===== src/rtl/irt_pkg.sv =====
package irt_pkg;
  localparam logic [31:0] LOW_MASK    = 32'h0001_0000;
  localparam logic [31:0] LOW_LEVEL   = 32'h0000_8000;
  localparam logic [31:0] LOW_POL_LOW = 32'h0000_2000;
  localparam logic [31:0] LOW_LOWPRI  = 32'h0000_0100;
  localparam int          MASK_BIT    = 16;
  localparam int          VEC_W       = 6;

  // Reset value of an input's low word
  function automatic logic [31:0] default_low(input int idx, input int vec_base);
    return LOW_POL_LOW | LOW_LEVEL | LOW_MASK | 32'(idx + vec_base);
  endfunction

  // Compress a target address into the table's destination field
  function automatic logic [31:0] pack_dest(input logic [31:0] a);
    return ((a & 32'h0FF0_0000) >> 4) | ((a & 32'h000F_F000) << 12);
  endfunction

  // Expand a destination field into a full 64-bit target address
  function automatic logic [63:0] unpack_dest(input logic [31:0] d);
    logic [31:0] lo;
    lo = ((d << 4) & 32'h0FF0_0000) | ((d >> 12) & 32'h000F_F000) | 32'hF000_0000;
    return {32'hFFFF_FFFF, lo};
  endfunction

  // Little-endian value to big-endian wire order
  function automatic logic [31:0] to_big_endian(input logic [31:0] v);
    return {v[7:0], v[15:8], v[23:16], v[31:24]};
  endfunction
endpackage


===== src/rtl/irt_table.sv =====
module irt_table #(
  parameter int          NUM_IN    = 8,
  parameter int          TBL_WORDS = 32,
  parameter int          SEL_W     = 8,
  parameter int          VEC_BASE  = 2,
  parameter logic [31:0] CPU_ADDR  = 32'hFFFA_0000
) (
  input  logic                   clk,
  input  logic                   rst_n,
  input  logic                   we,
  input  logic [SEL_W-1:0]       sel,
  input  logic [31:0]            wdata,
  output logic [31:0]            rdata,
  output logic [NUM_IN-1:0][5:0] vec_o,
  output logic [NUM_IN-1:0]      mask_o,
  output logic [NUM_IN-1:0][31:0] dest_o
);
  localparam int IDX_W    = $clog2(TBL_WORDS);
  localparam int LOW_BASE = 16;
  localparam logic [SEL_W:0]  SEL_LIM = (SEL_W+1)'(TBL_WORDS);
  localparam logic [SEL_W-1:0] VER_IDX = SEL_W'(1);
  localparam logic [31:0] VERSION = (32'(TBL_WORDS) << 16) | 32'd1;

  logic [31:0] mem [TBL_WORDS];
  logic        in_range;

  function automatic logic [31:0] init_word(input int k);
    if (k >= LOW_BASE && k < LOW_BASE + 2*NUM_IN) begin
      if (((k - LOW_BASE) % 2) == 0) return irt_pkg::default_low((k - LOW_BASE)/2, VEC_BASE);
      return irt_pkg::pack_dest(CPU_ADDR);
    end
    return '0;
  endfunction

  assign in_range = {1'b0, sel} < SEL_LIM;

  always_ff @(posedge clk) begin
    if (!rst_n) begin
      for (int k = 0; k < TBL_WORDS; k++) mem[k] <= init_word(k);
    end else if (we && in_range) begin
      mem[sel[IDX_W-1:0]] <= wdata;
    end
  end

  always_comb begin
    if (sel == VER_IDX)  rdata = VERSION;
    else if (in_range)   rdata = mem[sel[IDX_W-1:0]];
    else                 rdata = '0;
  end

  for (genvar i = 0; i < NUM_IN; i++) begin : g_fields
    assign vec_o[i]  = mem[LOW_BASE + 2*i][5:0];
    assign mask_o[i] = mem[LOW_BASE + 2*i][irt_pkg::MASK_BIT];
    assign dest_o[i] = mem[LOW_BASE + 2*i + 1];
  end
endmodule


===== src/rtl/irt_pending.sv =====
module irt_pending #(
  parameter int NUM_IN = 8
) (
  input  logic                    clk,
  input  logic                    rst_n,
  input  logic [NUM_IN-1:0]       irq_in,
  input  logic [NUM_IN-1:0][5:0]  vec,
  input  logic [NUM_IN-1:0]       mask,
  input  logic [NUM_IN-1:0][31:0] dest,
  input  logic                    eoi_we,
  input  logic [5:0]              eoi_val,
  input  logic [NUM_IN-1:0]       grant,
  output logic [NUM_IN-1:0]       req
);
  localparam int PB_W = $clog2(NUM_IN);

  logic [NUM_IN-1:0] prev_q, pend_q, pend_d, req_q, req_d;

  always_comb begin
    pend_d = pend_q;
    req_d  = req_q & ~grant;
    // EOI acts first, matching by vector and clearing by input index
    for (int i = 0; i < NUM_IN; i++)
      if (eoi_we && vec[i] == eoi_val) pend_d[i] = 1'b0;
    // Input edges in index order
    for (int i = 0; i < NUM_IN; i++) begin
      if (irq_in[i] && !prev_q[i]) begin
        if (!mask[i] && dest[i] != '0) begin
          if (!pend_d[vec[i][PB_W-1:0]]) req_d[i] = 1'b1;
          pend_d[vec[i][PB_W-1:0]] = 1'b1;
        end else begin
          pend_d[vec[i][PB_W-1:0]] = 1'b0;
        end
      end else if (!irq_in[i] && prev_q[i]) begin
        pend_d[vec[i][PB_W-1:0]] = 1'b0;
      end
    end
  end

  always_ff @(posedge clk) begin
    if (!rst_n) begin
      prev_q <= '0;
      pend_q <= '0;
      req_q  <= '0;
    end else begin
      prev_q <= irq_in;
      pend_q <= pend_d;
      req_q  <= req_d;
    end
  end

  assign req = req_q;
endmodule


===== src/rtl/irt_sender.sv =====
module irt_sender #(
  parameter int NUM_IN = 8
) (
  input  logic                    clk,
  input  logic                    rst_n,
  input  logic [NUM_IN-1:0]       req,
  input  logic [NUM_IN-1:0][5:0]  vec,
  input  logic [NUM_IN-1:0][31:0] dest,
  input  logic                    msg_ready,
  output logic [NUM_IN-1:0]       grant,
  output logic                    load,
  output logic                    msg_valid,
  output logic [63:0]             msg_addr,
  output logic [31:0]             msg_data
);
  logic [5:0]  sel_vec;
  logic [31:0] sel_dest;

  assign grant = msg_valid ? '0 : (req & (~req + NUM_IN'(1)));
  assign load  = |grant;

  always_comb begin
    sel_vec  = '0;
    sel_dest = '0;
    for (int i = 0; i < NUM_IN; i++) begin
      if (grant[i]) begin
        sel_vec  = sel_vec | vec[i];
        sel_dest = sel_dest | dest[i];
      end
    end
  end

  always_ff @(posedge clk) begin
    if (!rst_n) begin
      msg_valid <= 1'b0;
      msg_addr  <= '0;
      msg_data  <= '0;
    end else if (load) begin
      msg_valid <= 1'b1;
      msg_addr  <= irt_pkg::unpack_dest(sel_dest);
      msg_data  <= irt_pkg::to_big_endian(32'(sel_vec));
    end else if (msg_valid && msg_ready) begin
      msg_valid <= 1'b0;
    end
  end
endmodule


===== src/rtl/irq_redir_ctrl.sv =====
module irq_redir_ctrl #(
  parameter int          NUM_IN    = 8,
  parameter int          TBL_WORDS = 32,
  parameter int          SEL_W     = 8,
  parameter int          VEC_BASE  = 2,
  parameter logic [31:0] CPU_ADDR  = 32'hFFFA_0000
) (
  input  logic              clk,
  input  logic              rst_n,
  input  logic              reg_we,
  input  logic [11:0]       reg_addr,
  input  logic [31:0]       reg_wdata,
  output logic [31:0]       reg_rdata,
  input  logic [NUM_IN-1:0] irq_in,
  output logic              msg_valid,
  input  logic              msg_ready,
  output logic [63:0]       msg_addr,
  output logic [31:0]       msg_data
);
  localparam logic [11:0] A_SEL = 12'h800;
  localparam logic [11:0] A_WIN = 12'h810;
  localparam logic [11:0] A_EOI = 12'h840;

  logic [SEL_W-1:0]        sel_q;
  logic [31:0]             win_rdata;
  logic [NUM_IN-1:0][5:0]  vec_w;
  logic [NUM_IN-1:0]       mask_w;
  logic [NUM_IN-1:0][31:0] dest_w;
  logic [NUM_IN-1:0]       req_w, grant_w;
  logic                    load_w;
  logic                    wr_sel, wr_win, wr_eoi;

  assign wr_sel = reg_we && reg_addr == A_SEL;
  assign wr_win = reg_we && reg_addr == A_WIN;
  assign wr_eoi = reg_we && reg_addr == A_EOI;

  always_ff @(posedge clk) begin
    if (!rst_n)      sel_q <= '0;
    else if (wr_sel) sel_q <= reg_wdata[SEL_W-1:0];
  end

  always_comb begin
    case (reg_addr)
      A_SEL:   reg_rdata = 32'(sel_q);
      A_WIN:   reg_rdata = win_rdata;
      default: reg_rdata = '0;
    endcase
  end

  irt_table #(.NUM_IN(NUM_IN), .TBL_WORDS(TBL_WORDS), .SEL_W(SEL_W),
              .VEC_BASE(VEC_BASE), .CPU_ADDR(CPU_ADDR)) u_table (
    .clk(clk), .rst_n(rst_n), .we(wr_win), .sel(sel_q), .wdata(reg_wdata),
    .rdata(win_rdata), .vec_o(vec_w), .mask_o(mask_w), .dest_o(dest_w));

  irt_pending #(.NUM_IN(NUM_IN)) u_pend (
    .clk(clk), .rst_n(rst_n), .irq_in(irq_in), .vec(vec_w), .mask(mask_w),
    .dest(dest_w), .eoi_we(wr_eoi), .eoi_val(reg_wdata[5:0]), .grant(grant_w),
    .req(req_w));

  irt_sender #(.NUM_IN(NUM_IN)) u_send (
    .clk(clk), .rst_n(rst_n), .req(req_w), .vec(vec_w), .dest(dest_w),
    .msg_ready(msg_ready), .grant(grant_w), .load(load_w),
    .msg_valid(msg_valid), .msg_addr(msg_addr), .msg_data(msg_data));
endmodule


===== config.mk =====
export PLATFORM = sky130hd
export DESIGN_NAME = irq_redir_ctrl
export DESIGN_NICKNAME = d
export VERILOG_FILES = /design/src/rtl/irt_pkg.sv /design/src/rtl/irt_table.sv /design/src/rtl/irt_pending.sv /design/src/rtl/irt_sender.sv /design/src/rtl/irq_redir_ctrl.sv
export SDC_FILE = /design/constraint.sdc
export NUM_CORES = 2
export LEC_CHECK = 0
export ABC_AREA = 1
export BUFFER_PORTS_ARGS = -buffer_cell sky130_fd_sc_hd__buf_2
export CAP_MARGIN = 20
export CORE_MARGIN = 3
export CORE_UTILIZATION = 35
export DETAILED_ROUTE_END_ITERATION = 12
export PLACE_DENSITY_LB_ADDON = 0.12
export SLEW_MARGIN = 20
export SYNTH_ARGS = -nofsm -noshare
export SYNTH_HDL_FRONTEND = slang
export SYNTH_SLANG_ARGS = --single-unit

===== constraint.sdc =====
create_clock -name clk -period 7 [get_ports clk]
set_input_delay 1.05 -clock clk [delete_from_list [all_inputs] [get_ports clk]]
set_output_delay 1.05 -clock clk [all_outputs]
set_load 0.01 [all_outputs]

* Yosys cells after proc, flatten, opt, wreduce, memory -nomap -nowiden
Memory sizes are Yosys's and may differ from the RTL's. A register that Yosys moved wholly into a read port is not among the register bits.
Index checks and enable logic that the tools add are counted.
** Operators by class
- Add/sub/neg operators :: 1
- $lt $le $gt $ge :: 17
- Equality and inequality tests :: 12
- Muxes and demuxes :: 138
- Bitwise operators :: 43
- Reduce and logical (&&, ||, !) cells :: 80
** Operators by type and width (number)
- 32-bit 2-to-1 mux :: 21
- 32-bit nonzero test :: 8
- 32-bit bitwise OR :: 7
- 8-bit 2-to-1 mux :: 25
- 17-bit 2-to-1 mux :: 8
- 8-bit bitwise AND :: 10
- 8-bit inverter :: 10
- 8-bit bitwise OR :: 8
- 32-bit case mux with 2 select lines :: 1
- 1-bit 2-to-1 mux :: 56
- 6-bit == test :: 8
- 6-bit 2-to-1 mux :: 8
- 1-bit logical AND :: 45
- 6-bit bitwise OR :: 7
- 12-bit == test, second input constant :: 3
- 3-bit by 4-bit less-than comparator with 1-bit output, second input constant :: 8
- 32-bit OR reduction :: 1
- 28-bit by 20-bit bitwise OR with 28-bit output :: 1
- 1-bit binary-select mux with 3-bit select :: 8
- 1-bit demux with 3-bit select :: 8
- 3-bit by 1-bit greater-or-equal comparator with 1-bit output, second input constant :: 8
- 1-bit zero test :: 24
- 5-bit 2-to-1 mux :: 3
- 8-bit by 1-bit adder with 8-bit output, second input constant :: 1
- other kinds (4) :: 4
** Word-level totals
- Flip-flop bits (word level) :: 68
- Bits in writable memories :: 1024
- Input port bits :: 56
- Output and inout bits :: 129
- Memories :: 1
** Memories
- u_table.mem :: words 32, bits a word 32, read ports 17, clocked after memory_dff 1, write ports 32, line irt_table.sv:24 : logic [31:0] mem [TBL_WORDS];

* Depth between registers and ports, before layout
An unclocked memory read counts as a cell.
- Depth after elaboration :: 32
- Mapped depth :: 28

* Modules after synthesis
Synthesis repeated with hierarchy kept, for this count alone.
** Unflattened totals
- Cell total of the unflattened synthesis :: 6446
- Area total of the unflattened synthesis :: 54567.3 µm²
** By module, submodules not included
- irt_table :: instances 1, cells an instance 4670, area an instance 45462.4 µm², seq. area each 30749.5 µm²
- irt_pending :: instances 1, cells an instance 945, area an instance 4575.6 µm², seq. area each 480.5 µm²
- irt_sender :: instances 1, cells an instance 668, area an instance 3684.8 µm², seq. area each 480.5 µm²
- irq_redir_ctrl :: instances 1, cells an instance 163, area an instance 844.6 µm², seq. area each 160.2 µm²

* Worst setup path after synthesis
OpenSTA, ideal clock, no wires.
- Path type :: input-to-reg
- Start point :: input reg_addr[3]
- End point :: memory u_table.mem[16][0], enable pin
- Setup time :: 0.389 ns
- Arrival :: 3.461 ns
- Data required time :: 6.611 ns
- Slack :: 3.149 ns
- Stages on the path :: 12
- Path through :: nor4_1 -> nand4_1 -> or2_1 -> nor2_2 -> nand3_2 -> nor2_4 -> nand2_1 -> nor2_2 -> inv_2 -> buf_2 -> buf_2 -> nand2_1
** RTL lines
- start: declaration :: line irq_redir_ctrl.sv:11 : input logic [11:0] reg_addr,
- end: declaration :: line irt_table.sv:24

==> summary.txt <==
Setup repair after global routing missed its margin: no
Net Sw Power: 3590 µW
CTS tree: built
Total routing usage reported by global routing: 27.3%
Die H: 393 µm
Data arrival time of the worst path: 4.82 ns
Max Freq: 0.170 GHz
Largest vdd supply drop: 178 µV
Die span in x: 393 µm
Proportion of layout cells with a drive suffix above 1: 9.48%
Post_cts resized: 0
Standard-cell rows: 141
Aggregate routed wire length: 214,000 µm
Worst r2r path cells: 10
Run status: finished, final reports clean
Top cell types by occurrence after synthesis: sky130_fd_sc_hd__nor2_1 (1,404), sky130_fd_sc_hd__edfxtp_1 (1,024), sky130_fd_sc_hd__nand2_1 (621)
Synthesized flop and latch total: 1,085
Layout overhead on the synthesized area: 11.4%
Final hold violations: 0
Yosys top cell area share: 58.8%
Post-synthesis instance total: 5,494
Net count, final: 5,449
Total Power Consumption: 14,600 µW
Number of H-tree levels: 4
Number of buffers added for setup after CTS: 0
Vias after detailed routing: 42,700
DRT iter0 DRCs: 5,340
Cts hold-fix bufs: 0
Start of the worst register-to-register path: sel_q[6]
Initial core utilization: 35.3%
Drt pass-1 iters: 6
Combinational group share of total power: 5.3%
Largest area contributor in the netlist: sky130_fd_sc_hd__edfxtp_1
Most instantiated library cell after synthesis: sky130_fd_sc_hd__nor2_1
Max-capacitance violation count: 0
Number of warnings issued by yosys: 0
Internal Pwr Total: 11,000 µW
Capturing instance or port of the critical path: reg_rdata[18]
Number of I/O port buffers: 146
Final count of negative-setup-slack endpoints: 0
Netlist area before placement: 52,300 µm²
PD cells: 251 nW/µm²
Setup tns final: 0 ns
CP max-delay cell: sky130_fd_sc_hd__buf_4
Sw frac: 24.5%
Clock-pin slew on the worst setup and hold paths: 0.06 ns
Portion of total power attributed to sequential cells: 50.9%
Number of enable flip-flop cells after synthesis: 1,024
Clock network fraction of design power: 43.8%
Largest incremental delay on the critical path: 0.73 ns
Pin count of the biggest net entering global routing: 149
Main area contributors after synthesis: sky130_fd_sc_hd__edfxtp_1 (59%), sky130_fd_sc_hd__nor2_1 (10%), sky130_fd_sc_hd__o21ai_0 (5.5%)
Number of top-level pins: 185
WL/cell: 28.9 µm
Register-to-Register Setup Slack: 2.71 ns
Final period utilization: 83.8%
Cell at the root of the clock tree: sky130_fd_sc_hd__clkbuf_16
Antenna violations before repair: 10
Primary flip-flop cell chosen by synthesis mapping: sky130_fd_sc_hd__edfxtp_1
Post-route clock skew: 0.0402 ns
GR Overflow Total: 0
Clock network latency to the later pin of the worst-skew pair: 0.78 ns
Post-DRT Antenna Nets: 0
Kind of capture point of the worst setup path: output port
Final HPWL from detailed placement: 133,000 µm
Pin slew with the least headroom to its limit: 1.16 ns
Number of different library cells in the post-synthesis netlist: 47
Worst R2R End: u_table.mem[28][12]
Via count of the first global-routing pass: 39,800
Via-per-instance ratio: 5.75
Final critical delay including setup and external delays: 5.87 ns
Part of the Yosys area used for sequential elements: 61.1%
Worst path cell trace: buf_4 > buf_4 > o21ai_0 > o221ai_1 > nand3_1 > nand3_1 > nand2_1 > a31oi_1 > buf_2
Kind of critical path: register to output port
Top fanout value on the critical path: 68
DRC violations left: 0
Rel. slew slack: 22.3%
Largest buffer count on any clock path: 3
First-pass GRT wire length: 300,000 µm
Syn_area_per_cell: 9.52 µm²
Clock buffer count from CTS: 130
Area of the placeable core: 148,000 µm²
Type of the tightest min-delay check: register to register
LEAKAGE: 0.0215 µW
Full die area: 154,000 µm²
Post-synthesis async set-or-reset flop share: 0%
Layout fillers: 14,800
Required time at the endpoint of the critical path: 5.95 ns
Final count of pins violating max slew: 0
Critical path launch point type: register
Routability congestion estimate: 0.964
Clock tree sinks: 1,085
worst max-delay path: cells and delay by family, from the launching register on:
family	cells	cell delay, ns
buffers and inverters	3	1.66
AOI/OAI and AO/OA	3	1.01
DFF	1	0.68
and+or+nand+nor	3	0.62
logic make-up (layout without fill, tap and decap cells):
kind of cell | count (synthesis) | in the layout | synth area share (%)
and+or+nand+nor | 2435 | 2435 | 18.9
AOI/OAI and AO/OA | 1158 | 1158 | 13.2
DFF | 1085 | 1085 | 61.1
buffers and inverters | 801 | 757 | 6.48
xor gates and xnor gates | 14 | 14 | 0.235
other | 1 | 42 | 0.00717
stage by stage:
step           cells  instance area (µm²)  hold slack (ns)  utilization, %  setup slack, ns
6_report        7421                58300            0.462            39.4             1.13
3_3_place_gp    7189                54300            0.452            36.7             1.46
4_1_cts         7416                58200            0.434            39.3             1.22
2_1_floorplan   5531                52400            0.473               -             3.15
3_5_place_dp    7190                54300            0.455            36.7             1.50
5_1_grt         7418                58200            0.462            39.4            0.948
power groups by stage:
| stage | clock network [µW] | registers (µW) | logic, µW |
|---|---|---|---|
| 5_1_grt | 6750 | 7470 | 822 |
| 6_report | 6410 | 7450 | 771 |
| 2_1_floorplan | 0 | 7520 | 449 |
| 4_1_cts | 6510 | 7440 | 767 |
| 3_5_place_dp | 0 | 7580 | 766 |
| 3_3_place_gp | 0 | 7580 | 761 |
cell usage in the layout (no fill, tap or decap), types with 4 or more instances in the layout:
master                      count
sky130_fd_sc_hd__clkinv_1      23
sky130_fd_sc_hd__nand3_1      193
sky130_fd_sc_hd__o211ai_1      74
sky130_fd_sc_hd__buf_2        145
sky130_fd_sc_hd__a311oi_1      31
sky130_fd_sc_hd__conb_1        38
sky130_fd_sc_hd__nand3_2       25
sky130_fd_sc_hd__diode_2        4
sky130_fd_sc_hd__nor3_2         4
sky130_fd_sc_hd__edfxtp_1    1024
sky130_fd_sc_hd__clkbuf_16    132
sky130_fd_sc_hd__a221oi_1      41
sky130_fd_sc_hd__o21ai_0      579
sky130_fd_sc_hd__dfxtp_4        4
sky130_fd_sc_hd__nand4_1       46
sky130_fd_sc_hd__nor2_2        11
sky130_fd_sc_hd__or2_2          7
sky130_fd_sc_hd__nand2_2       24
sky130_fd_sc_hd__a211oi_1       6
sky130_fd_sc_hd__nand2_1      604
sky130_fd_sc_hd__o221ai_1     132
sky130_fd_sc_hd__nor4_1        43
sky130_fd_sc_hd__xnor2_1       14
sky130_fd_sc_hd__nor3_1        67
sky130_fd_sc_hd__buf_4        100
sky130_fd_sc_hd__o22ai_1       62
sky130_fd_sc_hd__a21oi_1      196
sky130_fd_sc_hd__inv_2         16
sky130_fd_sc_hd__buf_12         8
sky130_fd_sc_hd__clkinv_2      11
sky130_fd_sc_hd__nor2_1      1404
sky130_fd_sc_hd__dfxtp_1       57
sky130_fd_sc_hd__inv_6          4
sky130_fd_sc_hd__clkbuf_1      44
sky130_fd_sc_hd__a31oi_1       20
sky130_fd_sc_hd__inv_1        253
sky130_fd_sc_hd__o21ai_1        4
sequential cells by signal, summed over array words and instances, names as in the netlist, named ones only:
name              count
u_send.msg_valid      1
u_send.msg_addr      17
u_pend.pend_q         8
u_pend.prev_q         8
sel_q                 8
u_table.mem        1024
u_pend.req            8
u_send.msg_data       6
cell type report:
class | instances | area (µm²) | share of cell area [%]
well taps | 1930 | 2410 | 4.15
repair buffers | 253 | 1640 | 2.81
inverters | 278 | 1070 | 1.83
clock buffers | 179 | 3510 | 6.02
diodes | 4 | 10.0 | 0.0172
multi-input cells | 3645 | 17200 | 29.6
clock inverters | 47 | 413 | 0.709
flip-flops and latches | 1085 | 32000 | 54.9
layer usage:
layer,vias up,routed length [µm],GRT usage [%]
met5,-,11,0
li1,18900,-,-
met2,2195,94700,41.3
met3,307,19700,5.02
met4,2,9080,11.3
met1,21300,90700,38.4
how the worst min path moves through the flow:
stage                             start             endpoint  slack [ns]  depth (start not counted)
global placement    u_send.msg_addr[15]  u_send.msg_addr[15]        0.45                          2
floorplan                 u_pend.req[2]        u_pend.req[2]        0.47                          2
global route                  irq_in[4]     u_pend.prev_q[4]        0.46                          3
finish              u_send.msg_addr[12]  u_send.msg_addr[12]        0.46                          2
CTS                           irq_in[4]     u_pend.prev_q[4]        0.43                          3
detailed placement  u_send.msg_addr[22]  u_send.msg_addr[22]        0.45                          2
Note: power is estimated with default switching activity, not from simulation.
